`config.mk`:
```
export PLATFORM = sky130hd
export DESIGN_NAME = i2c_regport_target
export DESIGN_NICKNAME = d
export VERILOG_FILES = /design/src/rtl/i2cr_pkg.sv /design/src/rtl/i2cr_bus_sync.sv /design/src/rtl/i2cr_addr_match.sv /design/src/rtl/i2cr_proto_fsm.sv /design/src/rtl/i2c_regport_target.sv
export SDC_FILE = /design/constraint.sdc
export NUM_CORES = 1
export LEC_CHECK = 0
export BUFFER_PORTS_ARGS = -buffer_cell sky130_fd_sc_hd__buf_4
export CORE_MARGIN = 2
export CORE_UTILIZATION = 52
export DETAILED_ROUTE_END_ITERATION = 10
export PLACE_DENSITY = 0.78
export SETUP_SLACK_MARGIN = 0.2
export SLEW_MARGIN = 20
export SYNTH_ARGS = -nofsm -noshare
export SYNTH_HDL_FRONTEND = slang
export SYNTH_SLANG_ARGS = --single-unit
```
`constraint.sdc`:
```
create_clock -name clk -period 1.92 [get_ports clk]
set_clock_uncertainty 0.2 [all_clocks]
set_input_delay 0.096 -clock clk [delete_from_list [all_inputs] [get_ports clk]]
set_output_delay 0.096 -clock clk [all_outputs]
set_load 0.01 [all_outputs]
```
`src/rtl/i2cr_pkg.sv`:
```
package i2cr_pkg;
  localparam int BYTE_W = 8;
  localparam logic [2:0] DEV_FIXED_HI    = 3'b010;
  localparam logic [6:0] ALERT_RESP_ADDR = 7'b0001100;

  typedef enum logic [3:0] {
    ST_IDLE,
    ST_ADDR,
    ST_ACK_W,
    ST_PTR,
    ST_ACK_PTR,
    ST_DATA,
    ST_ACK_DATA,
    ST_ACK_RD,
    ST_TX,
    ST_MACK,
    ST_IGNORE
  } st_e;
endpackage

```
`src/rtl/i2cr_bus_sync.sv`:
```
module i2cr_bus_sync #(
  parameter int STAGES = 2
) (
  input  logic clk,
  input  logic rst,
  input  logic scl_raw,
  input  logic sda_raw,
  output logic scl_s,
  output logic sda_s,
  output logic scl_rise,
  output logic scl_fall,
  output logic bus_start,
  output logic bus_stop
);
  logic [STAGES-1:0] scl_pipe, sda_pipe;
  logic scl_d, sda_d;

  always_ff @(posedge clk) begin
    if (rst) begin
      scl_pipe <= '1;
      sda_pipe <= '1;
      scl_d    <= 1'b1;
      sda_d    <= 1'b1;
    end else begin
      scl_pipe <= {scl_pipe[STAGES-2:0], scl_raw};
      sda_pipe <= {sda_pipe[STAGES-2:0], sda_raw};
      scl_d    <= scl_pipe[STAGES-1];
      sda_d    <= sda_pipe[STAGES-1];
    end
  end

  assign scl_s     = scl_pipe[STAGES-1];
  assign sda_s     = sda_pipe[STAGES-1];
  assign scl_rise  = scl_s & ~scl_d;
  assign scl_fall  = ~scl_s & scl_d;
  // SDA edges while SCL stays high frame a transfer
  assign bus_start = scl_s & scl_d & sda_d & ~sda_s;
  assign bus_stop  = scl_s & scl_d & ~sda_d & sda_s;
endmodule

```
`src/rtl/i2cr_addr_match.sv`:
```
module i2cr_addr_match
  import i2cr_pkg::*;
(
  input  logic [BYTE_W-1:0] rx_byte,
  input  logic [3:0]        strap,
  output logic              dev_hit,
  output logic              alert_hit,
  output logic              rnw,
  output logic [BYTE_W-1:0] alert_reply
);
  logic [6:0] own_addr;

  assign own_addr    = {DEV_FIXED_HI, strap};
  assign rnw         = rx_byte[0];
  assign dev_hit     = (rx_byte[7:1] == own_addr);
  assign alert_hit   = (rx_byte[7:1] == ALERT_RESP_ADDR) && rx_byte[0];
  assign alert_reply = {own_addr, 1'b1};
endmodule

```
`src/rtl/i2cr_proto_fsm.sv`:
```
module i2cr_proto_fsm
  import i2cr_pkg::*;
#(
  parameter int              PTR_W  = 8,
  parameter logic [PTR_W-1:0] INT_PTR = '0
) (
  input  logic              clk,
  input  logic              rst,
  input  logic              sda_s,
  input  logic              scl_rise,
  input  logic              scl_fall,
  input  logic              bus_start,
  input  logic              bus_stop,
  input  logic              dev_hit,
  input  logic              alert_hit,
  input  logic              rnw,
  input  logic [BYTE_W-1:0] alert_reply,
  output logic [BYTE_W-1:0] rx_byte,
  output logic              sda_low,
  output logic [PTR_W-1:0]  reg_addr,
  output logic [BYTE_W-1:0] reg_wdata,
  output logic              reg_wr,
  output logic              reg_rd,
  input  logic [BYTE_W-1:0] reg_rdata
);
  localparam int CNT_W = $clog2(BYTE_W + 1);
  localparam logic [CNT_W-1:0] LAST = CNT_W'(BYTE_W);

  st_e              state;
  logic [CNT_W-1:0] bit_cnt;
  logic [BYTE_W-1:0] tx;
  logic [PTR_W-1:0] ptr;
  logic             ptr_valid;
  logic             rd_cap;
  logic             rx_state;
  logic             byte_done;

  assign rx_state  = (state == ST_ADDR) || (state == ST_PTR) || (state == ST_DATA);
  assign byte_done = scl_fall && (bit_cnt == LAST);

  always_ff @(posedge clk) begin
    if (rst) begin
      state     <= ST_IDLE;
      bit_cnt   <= '0;
      rx_byte   <= '0;
      tx        <= '1;
      ptr       <= '0;
      ptr_valid <= 1'b0;
      sda_low   <= 1'b0;
      reg_addr  <= '0;
      reg_wdata <= '0;
      reg_wr    <= 1'b0;
      reg_rd    <= 1'b0;
      rd_cap    <= 1'b0;
    end else begin
      reg_wr <= 1'b0;
      reg_rd <= 1'b0;
      rd_cap <= reg_rd;
      if (rd_cap) tx <= reg_rdata;

      if (bus_start) begin
        state   <= ST_ADDR;
        bit_cnt <= '0;
        sda_low <= 1'b0;
      end else if (bus_stop) begin
        state     <= ST_IDLE;
        ptr_valid <= 1'b0;
        sda_low   <= 1'b0;
      end else begin
        if (scl_rise && rx_state && bit_cnt != LAST) begin
          rx_byte <= {rx_byte[BYTE_W-2:0], sda_s};
          bit_cnt <= bit_cnt + 1'b1;
        end
        unique case (state)
          ST_ADDR: if (byte_done) begin
            if (dev_hit && !rnw) begin
              sda_low <= 1'b1;
              state   <= ST_ACK_W;
            end else if (dev_hit) begin
              sda_low  <= 1'b1;
              reg_addr <= ptr_valid ? ptr : INT_PTR;
              reg_rd   <= 1'b1;
              state    <= ST_ACK_RD;
            end else if (alert_hit) begin
              sda_low <= 1'b1;
              tx      <= alert_reply;
              state   <= ST_ACK_RD;
            end else begin
              state <= ST_IGNORE;
            end
          end
          ST_ACK_W: if (scl_fall) begin
            sda_low <= 1'b0;
            bit_cnt <= '0;
            state   <= ST_PTR;
          end
          ST_PTR: if (byte_done) begin
            ptr       <= rx_byte;
            ptr_valid <= 1'b1;
            sda_low   <= 1'b1;
            state     <= ST_ACK_PTR;
          end
          ST_ACK_PTR: if (scl_fall) begin
            sda_low <= 1'b0;
            bit_cnt <= '0;
            state   <= ST_DATA;
          end
          ST_DATA: if (byte_done) begin
            reg_addr  <= ptr;
            reg_wdata <= rx_byte;
            reg_wr    <= 1'b1;
            sda_low   <= 1'b1;
            state     <= ST_ACK_DATA;
          end
          ST_ACK_DATA: if (scl_fall) begin
            sda_low <= 1'b0;
            state   <= ST_IGNORE;
          end
          ST_ACK_RD: if (scl_fall) begin
            sda_low <= ~tx[BYTE_W-1];
            tx      <= {tx[BYTE_W-2:0], 1'b1};
            bit_cnt <= CNT_W'(1);
            state   <= ST_TX;
          end
          ST_TX: if (scl_fall) begin
            if (bit_cnt == LAST) begin
              sda_low <= 1'b0;
              state   <= ST_MACK;
            end else begin
              sda_low <= ~tx[BYTE_W-1];
              tx      <= {tx[BYTE_W-2:0], 1'b1};
              bit_cnt <= bit_cnt + 1'b1;
            end
          end
          ST_MACK: if (scl_rise) state <= ST_IGNORE;
          default: ;
        endcase
      end
    end
  end
endmodule

```
`src/rtl/i2c_regport_target.sv`:
```
module i2c_regport_target
  import i2cr_pkg::*;
#(
  parameter int               SYNC_STAGES = 2,
  parameter int               PTR_W       = 8,
  parameter logic [PTR_W-1:0] INT_PTR     = '0
) (
  input  logic              clk,
  input  logic              rst,
  input  logic [3:0]        strap_addr,
  input  logic              scl_in,
  input  logic              sda_in,
  output logic              sda_drive_low,
  output logic [PTR_W-1:0]  reg_addr,
  output logic [BYTE_W-1:0] reg_wdata,
  output logic              reg_wr,
  output logic              reg_rd,
  input  logic [BYTE_W-1:0] reg_rdata
);
  logic scl_s, sda_s, scl_rise, scl_fall, bus_start, bus_stop;
  logic dev_hit, alert_hit, rnw;
  logic [BYTE_W-1:0] rx_byte, alert_reply;

  i2cr_bus_sync #(.STAGES(SYNC_STAGES)) u_sync (
    .clk(clk), .rst(rst), .scl_raw(scl_in), .sda_raw(sda_in),
    .scl_s(scl_s), .sda_s(sda_s), .scl_rise(scl_rise), .scl_fall(scl_fall),
    .bus_start(bus_start), .bus_stop(bus_stop)
  );

  i2cr_addr_match u_match (
    .rx_byte(rx_byte), .strap(strap_addr), .dev_hit(dev_hit),
    .alert_hit(alert_hit), .rnw(rnw), .alert_reply(alert_reply)
  );

  i2cr_proto_fsm #(.PTR_W(PTR_W), .INT_PTR(INT_PTR)) u_fsm (
    .clk(clk), .rst(rst), .sda_s(sda_s), .scl_rise(scl_rise), .scl_fall(scl_fall),
    .bus_start(bus_start), .bus_stop(bus_stop), .dev_hit(dev_hit),
    .alert_hit(alert_hit), .rnw(rnw), .alert_reply(alert_reply),
    .rx_byte(rx_byte), .sda_low(sda_drive_low), .reg_addr(reg_addr),
    .reg_wdata(reg_wdata), .reg_wr(reg_wr), .reg_rd(reg_rd), .reg_rdata(reg_rdata)
  );
endmodule

```
==> results of run 1 <==
[report_power, final]
group	switching (mW)	internal, mW	leakage [nW]
clock network	0.560	0.508	0.0859
registers	0.0153	1.24	0.481
logic	0.0953	0.0994	1.30
total	0.671	1.84	1.87
[Yosys cell counts, drive strengths merged, types with 2 or more instances]
master	instances
ha	2
xor2	6
o31ai	2
clkbuf	7
nor3b	2
nand2b	15
a31oi	3
and2	2
xnor2	2
a211oi	3
nor3	7
o211ai	3
a21oi	23
o21ai	16
buf	12
nor2b	6
nor2	35
or2	9
nor4	4
nand4	2
nand3	13
nand3b	2
dfxtp	59
nand2	32
inv	5
a221oi	5
mux2i	32
and3b	3
[flip-flops by register name, summed over array words and instances (netlist names)]
signal           flops
u_fsm.rd_cap         1
u_fsm.tx             8
u_fsm.state          4
u_sync.sda_pipe      2
u_fsm.ptr_valid      1
u_fsm.sda_low        1
u_fsm.rx_byte        8
u_sync.sda_d         1
u_fsm.reg_wr         1
u_sync.scl_d         1
u_fsm.reg_wdata      8
u_fsm.reg_rd         1
u_fsm.bit_cnt        4
u_fsm.reg_addr       8
u_sync.scl_pipe      2
u_fsm.ptr            8
[cells by family after synthesis]
logic type                 after synthesis  share of synthesized area
adders and majority gates                2                    0.00881
DFF                                     59                      0.416
AOI/OAI and AO/OA                       60                      0.141
buffers and inverters                   24                     0.0405
and+or+nand+nor                        138                      0.252
muxes                                   33                      0.117
xor gates and xnor gates                 8                     0.0247
[metrics by stage]
stage / total power, mW / cells / setup TNS (ns) / util
after global placement: 1.39 / 446 / 0 / 0.652
final: 2.51 / 510 / -1.50 / 0.859
after floorplan: 1.34 / 324 / -0.00125 / -
after CTS: 2.44 / 491 / -0.143 / 0.770
after global routing: 2.58 / 510 / -3.61 / 0.859
after detailed placement: 1.39 / 446 / -0.204 / 0.652
[path summary, 6_finish.rpt]
path / startpoint / to / cells after the start / slack [ns]
max: u_fsm.state[0] / u_fsm.bit_cnt[3] / 8 / -0.23
min reg2reg: u_sync.scl_pipe[0] / u_sync.scl_pipe[1] / 1 / 0.21
max reg2reg: u_fsm.state[0] / u_fsm.bit_cnt[3] / 8 / -0.23
min: rst / u_fsm.rx_byte[1] / 2 / 0.04
[cell usage in the layout, fill, tap and decap left out, types with 3 or more instances in the layout]
| cell type | count |
|---|---|
| a21oi_2 | 14 |
| nand2_4 | 9 |
| nand2b_1 | 13 |
| buf_6 | 16 |
| o21ai_1 | 4 |
| dfxtp_2 | 6 |
| dfxtp_1 | 52 |
| mux2i_1 | 30 |
| and3b_2 | 3 |
| or2_2 | 8 |
| nor3_1 | 3 |
| o21ai_0 | 5 |
| nor3_2 | 4 |
| nand3_1 | 9 |
| clkbuf_8 | 10 |
| inv_1 | 3 |
| nand3_2 | 4 |
| nor2_2 | 3 |
| nor2_1 | 30 |
| o211ai_1 | 3 |
| a221oi_2 | 4 |
| buf_4 | 85 |
| a21oi_1 | 8 |
| dlygate4sd3_1 | 14 |
| xor2_1 | 6 |
| nand2_8 | 3 |
| nand2_1 | 20 |
| o21ai_2 | 6 |
[area by class of cell]
| type | instances | area, µm² |
|---|---|---|
| clock buffer | 11 | 141 |
| clock inverter | 5 | 37.5 |
| fill | 254 | 736 |
| inverter | 5 | 18.8 |
| multi-input combinational | 242 | 1980 |
| sequential | 59 | 1190 |
| tap | 70 | 87.6 |
| timing repair buffer | 118 | 1010 |
[metal layers]
layer / share of wire / up-vias
met2: 0.50 / 208
met4: 0.064 / 0
met5: 0 / -
li1: - / 1354
met3: 0.069 / 58
met1: 0.37 / 1442
[repair_timing]
action | in CTS | in global routing
setup buffers | 15 | 18
gates resized for setup | 48 | 75
hold buffers | 14 | 0
hold endpoints to repair | 10 | 0
pin swaps | 22 | 32
setup endpoints to repair | 50 | 51
cloned | 0 | 1
==> flow_summary.toml, run 1 <==
[worst_setup_path]
critical_path_arrival_ns = 2.22
critical_path.max_stage_delay_ns = 0.39
cpMostUsedCell = "buf_4"
path_max_fanout = 4
critical-path-top-delay-family = "simple AND/OR/NAND/NOR gates"
crit_type = "flip-flop to flip-flop"
crit_chain = "buf_4 -> nor2b_2 -> and2_4 -> buf_4 -> nand2_1 -> a221oi_2 -> xnor2_1 -> nor3_1"
cp_slowest_cell = "a221oi_2"
cp.required_ns = 1.99
cp_num_buf_inv = 2
endpoint_kind = "flip-flop"
crit_path_start_kind = "flip-flop"

[sta]
fmax_mhz = 464
slew_violations = 0
worstMarginPinSlew_ns = 0.630
setup_viol = 24
setup_ws_ns = -0.234
hold_slack_ns = 0.0444
grt_setup_unrepaired = "true"
layout_min_cycle_time_ns = 2.15
slew_headroom = 0.580
final.period_utilization = 1.12
hold_viol_final = 0

[die]
die_area_mm2 = 0.00607
rows = 26
die_y_um = 77.9
start_util = 0.546
dieWidth_um = 77.9
io_pins = 35
core_mm2 = 0.00520

[drt]
drc = 0
wl_mm = 10.6
drt-initial-drc-count = 277
viasPerCell = 6.00
dr.pass1.iters = 5
num_vias = 3062
final_antenna_net_count = 0
wl_per_cell_um = 20.7

[place]
dp_hpwl_mm = 4.70
dp_worst_setup_slack_ns = -0.0642
port_buffers = 34
dpl_cell_area_mm2 = 0.00339
place_congestion = 0.890

[synth]
synth_edf_count = 0
syn_inst = 324
syn-num-nets = 342
ys_seq_area_frac = 0.416
yosys_warnings = 0
ys.flop_type = "dfxtp_1"
async_flop_share = 0
synth_seq_cells = 59
avgSynthCellArea_um2 = 8.77
netlist_area_mm2 = 0.00284
yosysTopAreaCell = "dfxtp_1"
ys_types = 50
yosysTopAreaCellShare = 0.416
ys_top_cells_by_area = "dfxtp_1, mux2i_1, nor2_1, nand2_1, a21oi_1"

[clocking]
cts.sinks = 59
root_buffer = "clkbuf_8"
cts_buffers = 9
cts_buffer_depth = 2
clk_latency_ns = 0.36
clk_pin_slew_worst_paths_ns = 0.08
cts_tree = "yes"
h-tree-depth = 3

[global_route]
antenna_found_initial = 0
grt_pass1_vias = 2756
grt.total_usage = 0.266
grt_use_met2 = 0.471
top_usage_layer = "met2"
grt_pass1_wl_mm = 12.7
grt_util_met3 = 0.0395
grt_max_degree = 57
overflow = 0
grt_use_met1 = 0.314

[pwr]
leakagePower_nw = 1.87
ir_drop_mv = 0.591
power_density_mw_per_mm2 = 563

[flow_run]
drv_cap = 0

[finish]
final_area_mm2 = 0.00447
drive_gt1_frac = 0.498
layout.nets = 453
syn2layout_area_growth_pct = 57.4
diodes = 0

[run_status]
violations = "setup timing"
outcome = "finished, violations left"

[hold_path]
hold_path.class = "input pin to flip-flop"
No activity file was read; power rests on OpenSTA's default activity.
==> inputs of run 2 (changes only) <==
--- a/config.mk
+++ b/config.mk
@@ -7,9 +7,11 @@
 export LEC_CHECK = 0
 export BUFFER_PORTS_ARGS = -buffer_cell sky130_fd_sc_hd__buf_4
 export CORE_MARGIN = 2
-export CORE_UTILIZATION = 52
+export CORE_UTILIZATION = 55
 export DETAILED_ROUTE_END_ITERATION = 10
-export PLACE_DENSITY = 0.78
+export HOLD_SLACK_MARGIN = 0.03
+export PLACE_DENSITY = 0.79
+export RECOVER_POWER = 50
 export SETUP_SLACK_MARGIN = 0.2
 export SLEW_MARGIN = 20
 export SYNTH_ARGS = -nofsm -noshare
==> constraint.sdc (replaced) <==
create_clock -name clk -period 2.5 [get_ports clk]
set_clock_uncertainty 0.2 [all_clocks]
set_input_delay 0.125 -clock clk [delete_from_list [all_inputs] [get_ports clk]]
set_output_delay 0.125 -clock clk [all_outputs]
set_load 0.01 [all_outputs]
==> run 2 against run 1 <==
The run now ends clean. Sequential share of layout area increased by 7.7 points. Die area fell by 5.2%. Hold slack got worse by 0.0024 ns. Final cell count is 12% lower. Critical path depth is the same. Wire length decreased by 38%. Via count decreased by 19%. Global-route usage shrank 2.0 points. Critical path type unchanged. Highest routed layer unchanged.
==> flow_summary.toml, run 2 (synthesized netlist as in run 1, its figures left out) <==
[global_route]
overflow = 0
grt.total_usage = 0.246
grt_max_degree = 57
grt_pass1_vias = 2220
antenna_found_initial = 0
grt_pass1_wl_mm = 10.4

[worst_setup_path]
rr_worst_depth = 8
cp_slowest_cell = "dfxtp_2"
cpMostUsedCell = "nor2_1"
endpoint_kind = "flip-flop"
crit_type = "flip-flop to flip-flop"
cp-startpoint = "u_fsm.bit_cnt[0]"
critical_path_arrival_ns = 2.21
crit_path_start_kind = "flip-flop"
cp_num_buf_inv = 2
reg2reg_from = "u_fsm.bit_cnt[0]"
r2r_slack_ns = 0.29
critical-path-top-delay-family = "simple AND/OR/NAND/NOR gates"
critical_path.max_stage_delay_ns = 0.35
reg2reg_to = "u_fsm.reg_wdata[0]"
cp.required_ns = 2.50
crit_chain = "inv_1 -> ha_1 -> nand3b_1 -> nor2_1 -> buf_4 -> nand2_1 -> mux2i_1 -> nor2_1"
path_max_fanout = 11

[die]
die_y_um = 75.9
dieWidth_um = 75.9
die_area_mm2 = 0.00575
core_mm2 = 0.00504
io_pins = 35
start_util = 0.563
rows = 26

[place]
port_buffers = 34
dpl_cell_area_mm2 = 0.00315
dp_hpwl_mm = 4.21
place_congestion = 0.926

[finish]
final_common_cell = "dfxtp_1"
layout.nets = 393
diodes = 0
drive_gt1_frac = 0.169
fillers = 409
layout_common_cells = "dfxtp_1, nor2_1, mux2i_1"
final_area_mm2 = 0.00344
syn2layout_area_growth_pct = 21.2
fin_util = 0.683

[clocking]
clk_latency_ns = 0.34
root_buffer = "clkbuf_8"
h-tree-depth = 3
clk_pin_slew_worst_paths_ns = 0.07
cts.sinks = 59
cts_buffer_depth = 2
cts_buffers = 9
cts_tree = "yes"

[sta]
slew_violations = 0
setup_viol = 0
layout_min_cycle_time_ns = 2.21
slew_headroom = 0.648
fin_setup_tns_ns = 0
worstMarginPinSlew_ns = 0.527
grt_setup_unrepaired = "false"
final.period_utilization = 0.884
fmax_mhz = 453
hold_viol_final = 0

[pwr]
p_seq_frac = 0.490
power_density_mw_per_mm2 = 569
p_clk_frac = 0.458
total_switching_power_uw = 448
leakagePower_nw = 1.40
intPower_mw = 1.51
ir_drop_mv = 0.512
swShare = 0.229
combPwrFrac = 0.052

[drt]
num_vias = 2484
viasPerCell = 5.53
drt-initial-drc-count = 214
final_antenna_net_count = 0
wl_per_cell_um = 14.7
drc = 0
wl_mm = 6.59
dr.pass1.iters = 5

[hold_path]
min_to = "u_fsm.rx_byte[4]"
hold_depth = 2
hold_path.class = "input pin to flip-flop"
hp-start = "rst"

[flow_run]
drv_cap = 0

[run_status]
outcome = "completed"
## run 2: worst register-to-register path, stage by stage (launching register included)
cell and delay, ns:
dfxtp_2 0.35, inv_1 0.08, ha_1 0.16, nand3b_1 0.18
nor2_1 0.23, buf_4 0.22, nand2_1 0.30, mux2i_1 0.28
nor2_1 0.07
## run 2: worst max path at each step
stage	end	depth (start not counted)
finish	u_fsm.reg_wdata[0]	8
global route	u_fsm.reg_wdata[0]	8
CTS	u_fsm.tx[0]	7
detailed placement	u_fsm.tx[0]	7
global placement	u_fsm.tx[0]	7
floorplan	u_fsm.state[1]	7
## run 2: metal layers
metal,track usage,up-vias,wire [µm]
met5,0,-,0
met4,0.0936,0,112
met3,0.0688,14,336
met2,0.391,73,3100
met1,0.317,1160,3050
li1,-,1237,-
## run 2: through the flow
step	hold slack (ns)	std cells	worst slack, ns	total power, mW
CTS	0.0342	446	0.241	1.96
detailed placement	0.112	417	0.258	1.06
global placement	0.111	417	0.347	1.06
finish	0.0420	449	0.290	1.96
global route	0.0621	449	0.113	2.02
floorplan	0.0288	324	0.431	1.03
## run 2: layout make-up
class	instances	area, µm²	share of cell area
inverter	5	18.8	0.00545
timing repair buffer	59	404	0.117
clock buffer	11	151	0.0440
multi-input combinational	241	1550	0.450
sequential	59	1180	0.344
clock inverter	4	50.0	0.0145
tap	70	87.6	0.0254
## run 2: power groups by stage
stage / Clock, mW / Sequential, mW / Combinational (mW)
after floorplan: 0 / 0.977 / 0.0512
after global placement: 0 / 0.980 / 0.0797
after detailed placement: 0 / 0.981 / 0.0810
after CTS: 0.902 / 0.959 / 0.0985
after global routing: 0.946 / 0.961 / 0.111
final: 0.898 / 0.960 / 0.101
## run 2: repair_timing
action | CTS | global route
hold buffers | 14 | 0
setup buffers | 0 | 3
hold endpoints to repair | 10 | 0
setup endpoints to repair | 0 | 19
resized for setup | 0 | 6
